`src/rtl/rtc_shadow_pkg.sv`:
```
package rtc_shadow_pkg;
    localparam int RTC_ADDR_W = 8;
    localparam int RTC_DATA_W = 32;
    localparam int RTC_EVT_W  = 5;

    localparam logic [RTC_ADDR_W-1:0] ADR_BUSY   = 8'h04;
    localparam logic [RTC_ADDR_W-1:0] ADR_SEC    = 8'h08;
    localparam logic [RTC_ADDR_W-1:0] ADR_SHADOW = 8'h0C;
    localparam logic [RTC_ADDR_W-1:0] ADR_MS     = 8'h10;
    localparam logic [RTC_ADDR_W-1:0] ADR_SAL0   = 8'h14;
    localparam logic [RTC_ADDR_W-1:0] ADR_SAL1   = 8'h18;
    localparam logic [RTC_ADDR_W-1:0] ADR_MSAL   = 8'h1C;
    localparam logic [RTC_ADDR_W-1:0] ADR_MASK   = 8'h28;
    localparam logic [RTC_ADDR_W-1:0] ADR_STAT   = 8'h2C;

    typedef enum logic [1:0] {
        SNAP_RUN  = 2'd0,
        SNAP_BUSY = 2'd1,
        SNAP_COPY = 2'd2
    } snap_state_e;
endpackage

```
`src/rtl/rtc_tick_sync.sv`:
```
module rtc_tick_sync #(
    parameter int STAGES = 2
) (
    input  logic clk,
    input  logic rst_n,
    input  logic slow_in,
    output logic tick
);
    logic [STAGES:0] sh_q;

    always_ff @(posedge clk) begin
        if (!rst_n) sh_q <= '0;
        else        sh_q <= {sh_q[STAGES-1:0], slow_in};
    end

    // rising edge of the synchronised reference
    assign tick = sh_q[STAGES-1] & ~sh_q[STAGES];

    a_r4_tick_single: assert property (@(posedge clk) disable iff (!rst_n)
        tick |=> !tick);
endmodule

```
`src/rtl/rtc_time_core.sv`:
```
module rtc_time_core #(
    parameter int SEC_W   = 32,
    parameter int MS_WRAP = 1000,
    parameter int ACC_INC = 1000,
    parameter int ACC_MOD = 32768
) (
    input  logic                        clk,
    input  logic                        rst_n,
    input  logic                        tick,
    input  logic                        load,
    input  logic [SEC_W-1:0]            load_val,
    input  logic [SEC_W-1:0]            sal0,
    input  logic [SEC_W-1:0]            sal1,
    input  logic [$clog2(MS_WRAP)-1:0]  msal,
    output logic [SEC_W-1:0]            sec_q,
    output logic [$clog2(MS_WRAP)-1:0]  ms_q,
    output logic [2:0]                  hit_q
);
    localparam int MS_W  = $clog2(MS_WRAP);
    localparam int ACC_W = $clog2(ACC_MOD) + 1;
    localparam int SUM_W = ACC_W + 1;
    localparam logic [MS_W-1:0] MS_LAST = MS_W'(MS_WRAP - 1);

    logic [ACC_W-1:0] acc_q, acc_next;
    logic [SUM_W-1:0] acc_sum;
    logic             step, wrap;
    logic [MS_W-1:0]  ms_next;
    logic [SEC_W-1:0] sec_next;

    always_comb begin
        acc_sum  = SUM_W'(acc_q) + SUM_W'(ACC_INC);
        step     = acc_sum >= SUM_W'(ACC_MOD);
        acc_next = step ? ACC_W'(acc_sum - SUM_W'(ACC_MOD)) : ACC_W'(acc_sum);
        wrap     = step && (ms_q == MS_LAST);
        ms_next  = wrap ? '0 : (step ? ms_q + MS_W'(1) : ms_q);
        sec_next = wrap ? sec_q + SEC_W'(1) : sec_q;
    end

    always_ff @(posedge clk) begin
        if (!rst_n) begin
            acc_q <= '0;
            ms_q  <= '0;
            sec_q <= '0;
            hit_q <= '0;
        end else if (load) begin
            acc_q <= '0;
            ms_q  <= '0;
            sec_q <= load_val;
            hit_q <= '0;
        end else if (tick) begin
            acc_q    <= acc_next;
            ms_q     <= ms_next;
            sec_q    <= sec_next;
            hit_q[0] <= wrap && (sec_next == sal0) && (sal0 != '0);
            hit_q[1] <= wrap && (sec_next == sal1) && (sal1 != '0);
            hit_q[2] <= step && (ms_next == msal);
        end else begin
            hit_q <= '0;
        end
    end

    a_r4_ms_range: assert property (@(posedge clk) disable iff (!rst_n)
        ms_q <= MS_LAST);
    a_r4_sec_carry: assert property (@(posedge clk) disable iff (!rst_n)
        (sec_q != $past(sec_q) && !$past(load)) |-> (ms_q == '0 && $past(ms_q) == MS_LAST));
    a_r7_zero_disables: assert property (@(posedge clk) disable iff (!rst_n)
        hit_q[0] |-> $past(sal0) != '0);
endmodule

```
`src/rtl/rtc_snap_seq.sv`:
```
module rtc_snap_seq
    import rtc_shadow_pkg::*;
#(
    parameter int PERIOD = 8
) (
    input  logic clk,
    input  logic rst_n,
    input  logic tick,
    output logic busy,
    output logic copy
);
    localparam int PH_W = $clog2(PERIOD);
    localparam logic [PH_W-1:0] PH_LAST = PH_W'(PERIOD - 1);
    localparam logic [PH_W-1:0] PH_ARM  = PH_W'(PERIOD - 2);

    snap_state_e      state_q, state_d;
    logic [PH_W-1:0]  phase_q;

    always_ff @(posedge clk) begin
        if (!rst_n) begin
            state_q <= SNAP_RUN;
            phase_q <= '0;
        end else begin
            state_q <= state_d;
            if (tick) phase_q <= (phase_q == PH_LAST) ? '0 : phase_q + PH_W'(1);
        end
    end

    always_comb begin
        state_d = state_q;
        unique case (state_q)
            SNAP_RUN:  if (tick && phase_q == PH_ARM) state_d = SNAP_BUSY;
            SNAP_BUSY: if (tick) state_d = SNAP_COPY;
            SNAP_COPY: state_d = SNAP_RUN;
            default:   state_d = SNAP_RUN;
        endcase
    end

    always_comb begin
        busy = (state_q != SNAP_RUN);
        copy = (state_q == SNAP_COPY);
    end

    a_r2_copy_at_phase0: assert property (@(posedge clk) disable iff (!rst_n)
        copy |-> phase_q == '0);
    a_r2_busy_precedes_copy: assert property (@(posedge clk) disable iff (!rst_n)
        $rose(copy) |-> $past(busy));
endmodule

```
`src/rtl/rtc_shadow_regs.sv`:
```
module rtc_shadow_regs
    import rtc_shadow_pkg::*;
#(
    parameter int SEC_W       = 32,
    parameter int MS_WRAP     = 1000,
    parameter int ACC_INC     = 1000,
    parameter int ACC_MOD     = 32768,
    parameter int SNAP_PERIOD = 8,
    parameter int SYNC_STAGES = 2
) (
    input  logic        clk,
    input  logic        rst_n,
    input  logic        slow_clk_in,
    input  logic        bus_rd,
    input  logic        bus_wr,
    input  logic [7:0]  bus_addr,
    input  logic [31:0] bus_wdata,
    output logic [31:0] bus_rdata,
    input  logic [1:0]  cdn_force,
    output logic        irq_out
);
    localparam int MS_W = $clog2(MS_WRAP);

    logic             tick, busy, copy;
    logic [SEC_W-1:0] sec_live, snap_sec, shadow_q, sal0_q, sal1_q;
    logic [MS_W-1:0]  ms_live, snap_ms, msal_q;
    logic [2:0]       hit;
    logic [RTC_EVT_W-1:0] mask_q, stat_q, set_v, clr_v;
    logic             wr_ok, sec_load;
    logic [RTC_DATA_W-1:0] rd_mux, rdata_q;

    rtc_tick_sync #(.STAGES(SYNC_STAGES)) u_sync (
        .clk(clk), .rst_n(rst_n), .slow_in(slow_clk_in), .tick(tick)
    );

    rtc_snap_seq #(.PERIOD(SNAP_PERIOD)) u_seq (
        .clk(clk), .rst_n(rst_n), .tick(tick), .busy(busy), .copy(copy)
    );

    rtc_time_core #(
        .SEC_W(SEC_W), .MS_WRAP(MS_WRAP), .ACC_INC(ACC_INC), .ACC_MOD(ACC_MOD)
    ) u_core (
        .clk(clk), .rst_n(rst_n), .tick(tick),
        .load(sec_load), .load_val(bus_wdata[SEC_W-1:0]),
        .sal0(sal0_q), .sal1(sal1_q), .msal(msal_q),
        .sec_q(sec_live), .ms_q(ms_live), .hit_q(hit)
    );

    always_comb begin
        wr_ok    = bus_wr && !busy;
        sec_load = wr_ok && (bus_addr == ADR_SEC);
        set_v    = {cdn_force, hit};
        clr_v    = (wr_ok && bus_addr == ADR_STAT) ? bus_wdata[RTC_EVT_W-1:0] : '0;
    end

    // snapshot and shadow registers
    always_ff @(posedge clk) begin
        if (!rst_n) begin
            snap_sec <= '0;
            snap_ms  <= '0;
            shadow_q <= '0;
        end else begin
            if (copy) begin
                snap_sec <= sec_live;
                snap_ms  <= ms_live;
            end
            if (bus_rd && bus_addr == ADR_MS) shadow_q <= snap_sec;
        end
    end

    // software-written registers
    always_ff @(posedge clk) begin
        if (!rst_n) begin
            sal0_q <= '0;
            sal1_q <= '0;
            msal_q <= '0;
            mask_q <= '0;
            stat_q <= '0;
        end else begin
            stat_q <= (stat_q & ~clr_v) | set_v;
            if (wr_ok) begin
                unique case (bus_addr)
                    ADR_SAL0: sal0_q <= bus_wdata[SEC_W-1:0];
                    ADR_SAL1: sal1_q <= bus_wdata[SEC_W-1:0];
                    ADR_MSAL: msal_q <= bus_wdata[MS_W-1:0];
                    ADR_MASK: mask_q <= bus_wdata[RTC_EVT_W-1:0];
                    default: ;
                endcase
            end
        end
    end

    always_comb begin
        unique case (bus_addr)
            ADR_BUSY:   rd_mux = {{(RTC_DATA_W-1){1'b0}}, busy};
            ADR_SEC:    rd_mux = RTC_DATA_W'(snap_sec);
            ADR_SHADOW: rd_mux = RTC_DATA_W'(shadow_q);
            ADR_MS:     rd_mux = RTC_DATA_W'(snap_ms);
            ADR_SAL0:   rd_mux = RTC_DATA_W'(sal0_q);
            ADR_SAL1:   rd_mux = RTC_DATA_W'(sal1_q);
            ADR_MSAL:   rd_mux = RTC_DATA_W'(msal_q);
            ADR_MASK:   rd_mux = RTC_DATA_W'(mask_q);
            ADR_STAT:   rd_mux = RTC_DATA_W'(stat_q);
            default:    rd_mux = '0;
        endcase
    end

    always_ff @(posedge clk) begin
        if (!rst_n)      rdata_q <= '0;
        else if (bus_rd) rdata_q <= rd_mux;
    end

    assign bus_rdata = rdata_q;
    assign irq_out   = |(stat_q & mask_q);

    a_r5_busy_write_ignored: assert property (@(posedge clk) disable iff (!rst_n)
        (bus_wr && busy) |=> ($stable(mask_q) && $stable(sal0_q) && $stable(sal1_q) && $stable(msal_q)));
    a_r9_w1c_clears: assert property (@(posedge clk) disable iff (!rst_n)
        (wr_ok && bus_addr == ADR_STAT && bus_wdata[0] && !hit[0]) |=> !stat_q[0]);
    a_r10_set_without_mask: assert property (@(posedge clk) disable iff (!rst_n)
        hit[0] |=> stat_q[0]);
    a_r3_shadow_hold: assert property (@(posedge clk) disable iff (!rst_n)
        !(bus_rd && bus_addr == ADR_MS) |=> $stable(shadow_q));
endmodule

```
`config.mk`:
```
export PLATFORM = sky130hd
export DESIGN_NAME = rtc_shadow_regs
export DESIGN_NICKNAME = d
export VERILOG_FILES = /design/src/rtl/rtc_shadow_pkg.sv /design/src/rtl/rtc_tick_sync.sv /design/src/rtl/rtc_time_core.sv /design/src/rtl/rtc_snap_seq.sv /design/src/rtl/rtc_shadow_regs.sv
export SDC_FILE = /design/constraint.sdc
export NUM_CORES = 1
export LEC_CHECK = 0
export ABC_AREA = 1
export CORE_UTILIZATION = 65
export DETAILED_ROUTE_END_ITERATION = 7
export PLACE_DENSITY = 0.95
export REMOVE_ABC_BUFFERS = 1
export SETUP_SLACK_MARGIN = 0.1
export SYNTH_ARGS = -nofsm -noshare
export SYNTH_HDL_FRONTEND = slang
export SYNTH_SLANG_ARGS = --single-unit
export TNS_END_PERCENT = 10
```
`constraint.sdc`:
```
create_clock -name clk -period 4.77 [get_ports clk]
set_input_delay 0.7155 -clock clk [delete_from_list [all_inputs] [get_ports clk]]
set_output_delay 0.7155 -clock clk [all_outputs]
set_load 0.005 [all_outputs]
```
==> impl_metrics.env <==
export IMPL_grt_total_usage_pct=44.5
export IMPL_critPathRequiredTime_ps=5250
export IMPL_clock_path_buffers=3
export IMPL_die_area_sq_um=20700
export IMPL_sw_frac_of_total_pct=23.0
export IMPL_fin_crit_sh_pct=70.2
export IMPL_crit_family="simple AND/OR/NAND/NOR gates"
export IMPL_crit_path_start_kind="register"
export IMPL_synth_commonest_cells="nand2_1 (542), dfxtp_1 (256), o21ai_0 (236), a21oi_1 (192)"
export IMPL_first_global_vias=13300
export IMPL_grt_max_degree=99
export IMPL_clkPwrFrac_pct=48.0
export IMPL_comb_power_share_pct=4.9
export IMPL_setup_viol=0
export IMPL_p_sw_uw=1060
export IMPL_finalPower_uw=4590
export IMPL_drtAntennaViolNets=0
export IMPL_synth_top_area_share_pct=39.1
export IMPL_hold_ws_ps=418
export IMPL_syn_avg_cell_area_sq_um=6.55
export IMPL_ys_seq_elements=256
export IMPL_insertion_delay_ps=540
export IMPL_start_util_pct=66.9
export IMPL_seq_power_share_pct=47.1
export IMPL_status="finished, violations left"
export IMPL_core_sq_um=19600
export IMPL_synth_ff_type="dfxtp_1"
export IMPL_violations="design-rule violations"
export IMPL_arrival_ps=3820
export IMPL_cp_max_fo=20
export IMPL_syn_inst=2001
export IMPL_ioPinCount=80
export IMPL_power_density_nw_per_um2=308
export IMPL_cp_slowest_stage_delay_ps=490
export IMPL_rows=51
export IMPL_p_leak_uw=0.00568
export IMPL_maxSlewViolCount=0
export IMPL_cap_violations=0
export IMPL_rsz0062_at_grt="no"
export IMPL_antenna_found_initial=0
export IMPL_clkSlewWorstSetupHoldPaths_ps=60
export IMPL_die_y_um=144
export IMPL_chipWidth_um=144
export IMPL_ys_warn_count=0
export IMPL_drc=1
export IMPL_post_drt_wl_per_cell_um=19.9
export IMPL_synth_cell_types=38
export IMPL_intPower_uw=3540
export IMPL_syn_to_final_growth_pct=13.9
export IMPL_critical_path_class="register to register"
export IMPL_ctsResizeCount=0
export IMPL_setup_ws_ps=1420
export IMPL_drt_pass1_iterations=8
export IMPL_hold_buffers=0
export IMPL_hpwlAfterDp_um=31200
export IMPL_dr_first_iter_drc_count=2018
export IMPL_ir_drop_mv=0.291
export IMPL_yosysMostFrequentCell="nand2_1"
export IMPL_fin_crit_ps=3350
export IMPL_synthArstFlopShare_pct=0
export IMPL_cp_end_kind="register"
export IMPL_htree_levels=1
export IMPL_synthTopCellsByArea="dfxtp_1 (39%), nand2_1 (16%), o21ai_0 (9.0%)"
export IMPL_worst_pin_slew_ps=1260
export IMPL_crit_buf_inv=2
export IMPL_cts_sinks=256
export IMPL_synth_edff_count=0
export IMPL_drt_total_wl_um=46200
export IMPL_slowest_stage="dfxtp_1"
export IMPL_maxSlewHeadroom_pct=15.8
export IMPL_drive_above_1_share_pct=4.33
export IMPL_place_gp_congestion=1.06
export IMPL_worstHoldPathType="register to register"
export IMPL_final_util_pct=76.2
export IMPL_post_cts_repair_setup_buffers=0
export IMPL_cts_tree="built"
export IMPL_grt_pass1_wl_um=70700
export IMPL_hold_viol_final=0
export IMPL_root_buffer="clkbuf_16"
export IMPL_nets=2087
export IMPL_yosysSeqAreaShare_pct=39.1
export IMPL_via_per_inst=6.31
export IMPL_vias=14700
export IMPL_netlist_area_sq_um=13100
export IMPL_grt_overflow=0
export IMPL_numCtsBuffers=27
export IMPL_finalClockSkew_ps=18.8
export IMPL_portBuffers=79
export IMPL_path_common_cell="nand2_1"
export IMPL_crit_chain="ha_1 -> nand3_1 -> nor3_4 -> buf_4 -> nand2_4 -> inv_2 -> nand2_1 -> nand2_1 -> xor2_1 -> nand3_1 -> nor2_1 -> nand2_1 -> nor2_1"
export IMPL_setup_tns_ps=0
export IMPL_place_ws_ps=1130
export IMPL_synth_top_area_cell="dfxtp_1"
export IMPL_max_freq_mhz=299
==> power by group through the flow <==
stage / logic, uW / clock network, uW / registers, uW
3_3_place_gp: 207 / 0 / 2210
5_1_grt: 239 / 2280 / 2170
3_5_place_dp: 211 / 0 / 2210
4_1_cts: 215 / 2190 / 2160
2_1_floorplan: 93.5 / 0 / 2210
6_report: 224 / 2200 / 2170
==> state kept, by name, summed over array words and instances (netlist names) <==
| signal | cells |
|---|---|
| bus_rdata | 32 |
| sal0_q | 32 |
| sal1_q | 32 |
| shadow_q | 32 |
| snap_sec | 32 |
| u_core.sec_q | 32 |
| u_core.acc_q | 13 |
| msal_q | 10 |
| snap_ms | 10 |
| u_core.ms_q | 10 |
| mask_q | 5 |
| stat_q | 5 |
| u_core.hit_q | 3 |
| u_seq.phase_q | 3 |
| u_sync.sh_q | 3 |
| u_seq.state_q | 2 |
==> cells in the final DEF, fill, tap and decap left out, types with 15 or more instances in the layout <==
cell type	instances
xor2_1	37
nand4_1	17
o22ai_1	15
dfxtp_1	256
a21oi_1	192
inv_1	180
nand2_1	540
nor2_1	176
o21ai_0	236
clkdlybuf4s50_1	78
buf_4	21
clkbuf_16	27
nand3_1	149
o2111ai_1	26
==> worst register-to-register path, stage by stage, from the launching register on <==
cell and delay, ps:
dfxtp_1 490, ha_1 320, nand3_1 180, nor3_4 140
buf_4 350, nand2_4 300, inv_2 390, nand2_1 90
nand2_1 140, xor2_1 280, nand3_1 210, nor2_1 220
nand2_1 80, nor2_1 90
==> routing by layer <==
metal  vias up  share of wire [%]  GRT usage [%]
met2      1122                 43           68.7
met4         0                4.4           19.4
met3       197                 14           10.2
li1       6688                  -              -
met5         -                  0              0
met1      6643                 39           59.3
==> cells by family (layout without fill, tap and decap cells) <==
group | count (synthesis) | after routing | share of synthesized area [%]
adders and majority gates | 6 | 6 | 0.573
other | 0 | 1 | 0
buffers and inverters | 280 | 333 | 8.40
and+or+nand+nor | 931 | 931 | 29.3
DFF | 256 | 256 | 39.1
AOI/OAI and AO/OA | 490 | 490 | 20.0
xor gates and xnor gates | 38 | 38 | 2.54
==> worst paths after layout <==
kind	start	endpoint	slack (ps)	cells past startpoint
setup / recovery	u_core.ms_q[1]$_SDFFE_PP0P_	u_core.hit_q[1]$_SDFF_PP0_	1420	13
setup reg to reg	u_core.ms_q[1]$_SDFFE_PP0P_	u_core.hit_q[1]$_SDFF_PP0_	1420	13
hold / removal	u_sync.sh_q[0]$_SDFF_PN0_	u_sync.sh_q[1]$_SDFF_PN0_	420	2
hold reg to reg	u_sync.sh_q[0]$_SDFF_PN0_	u_sync.sh_q[1]$_SDFF_PN0_	420	2
==> area by class of cell <==
cell class,instances,area (sq um)
diodes,1,2.50
clock buffers,37,783
clock inverters,12,148
fillers,1545,4670
inverters,185,694
multi-input cells,1465,6900
flip-flops and latches,256,5120
well taps,265,332
repair buffers,99,938
==> per-stage QoR <==
stage	cell area, sq um	cells
floorplan	12700	1906
global placement	14000	2270
finish	14900	2320
global route	14900	2319
CTS	14900	2319
detailed placement	14000	2270
Note: power is estimated with default switching activity, not from simulation.
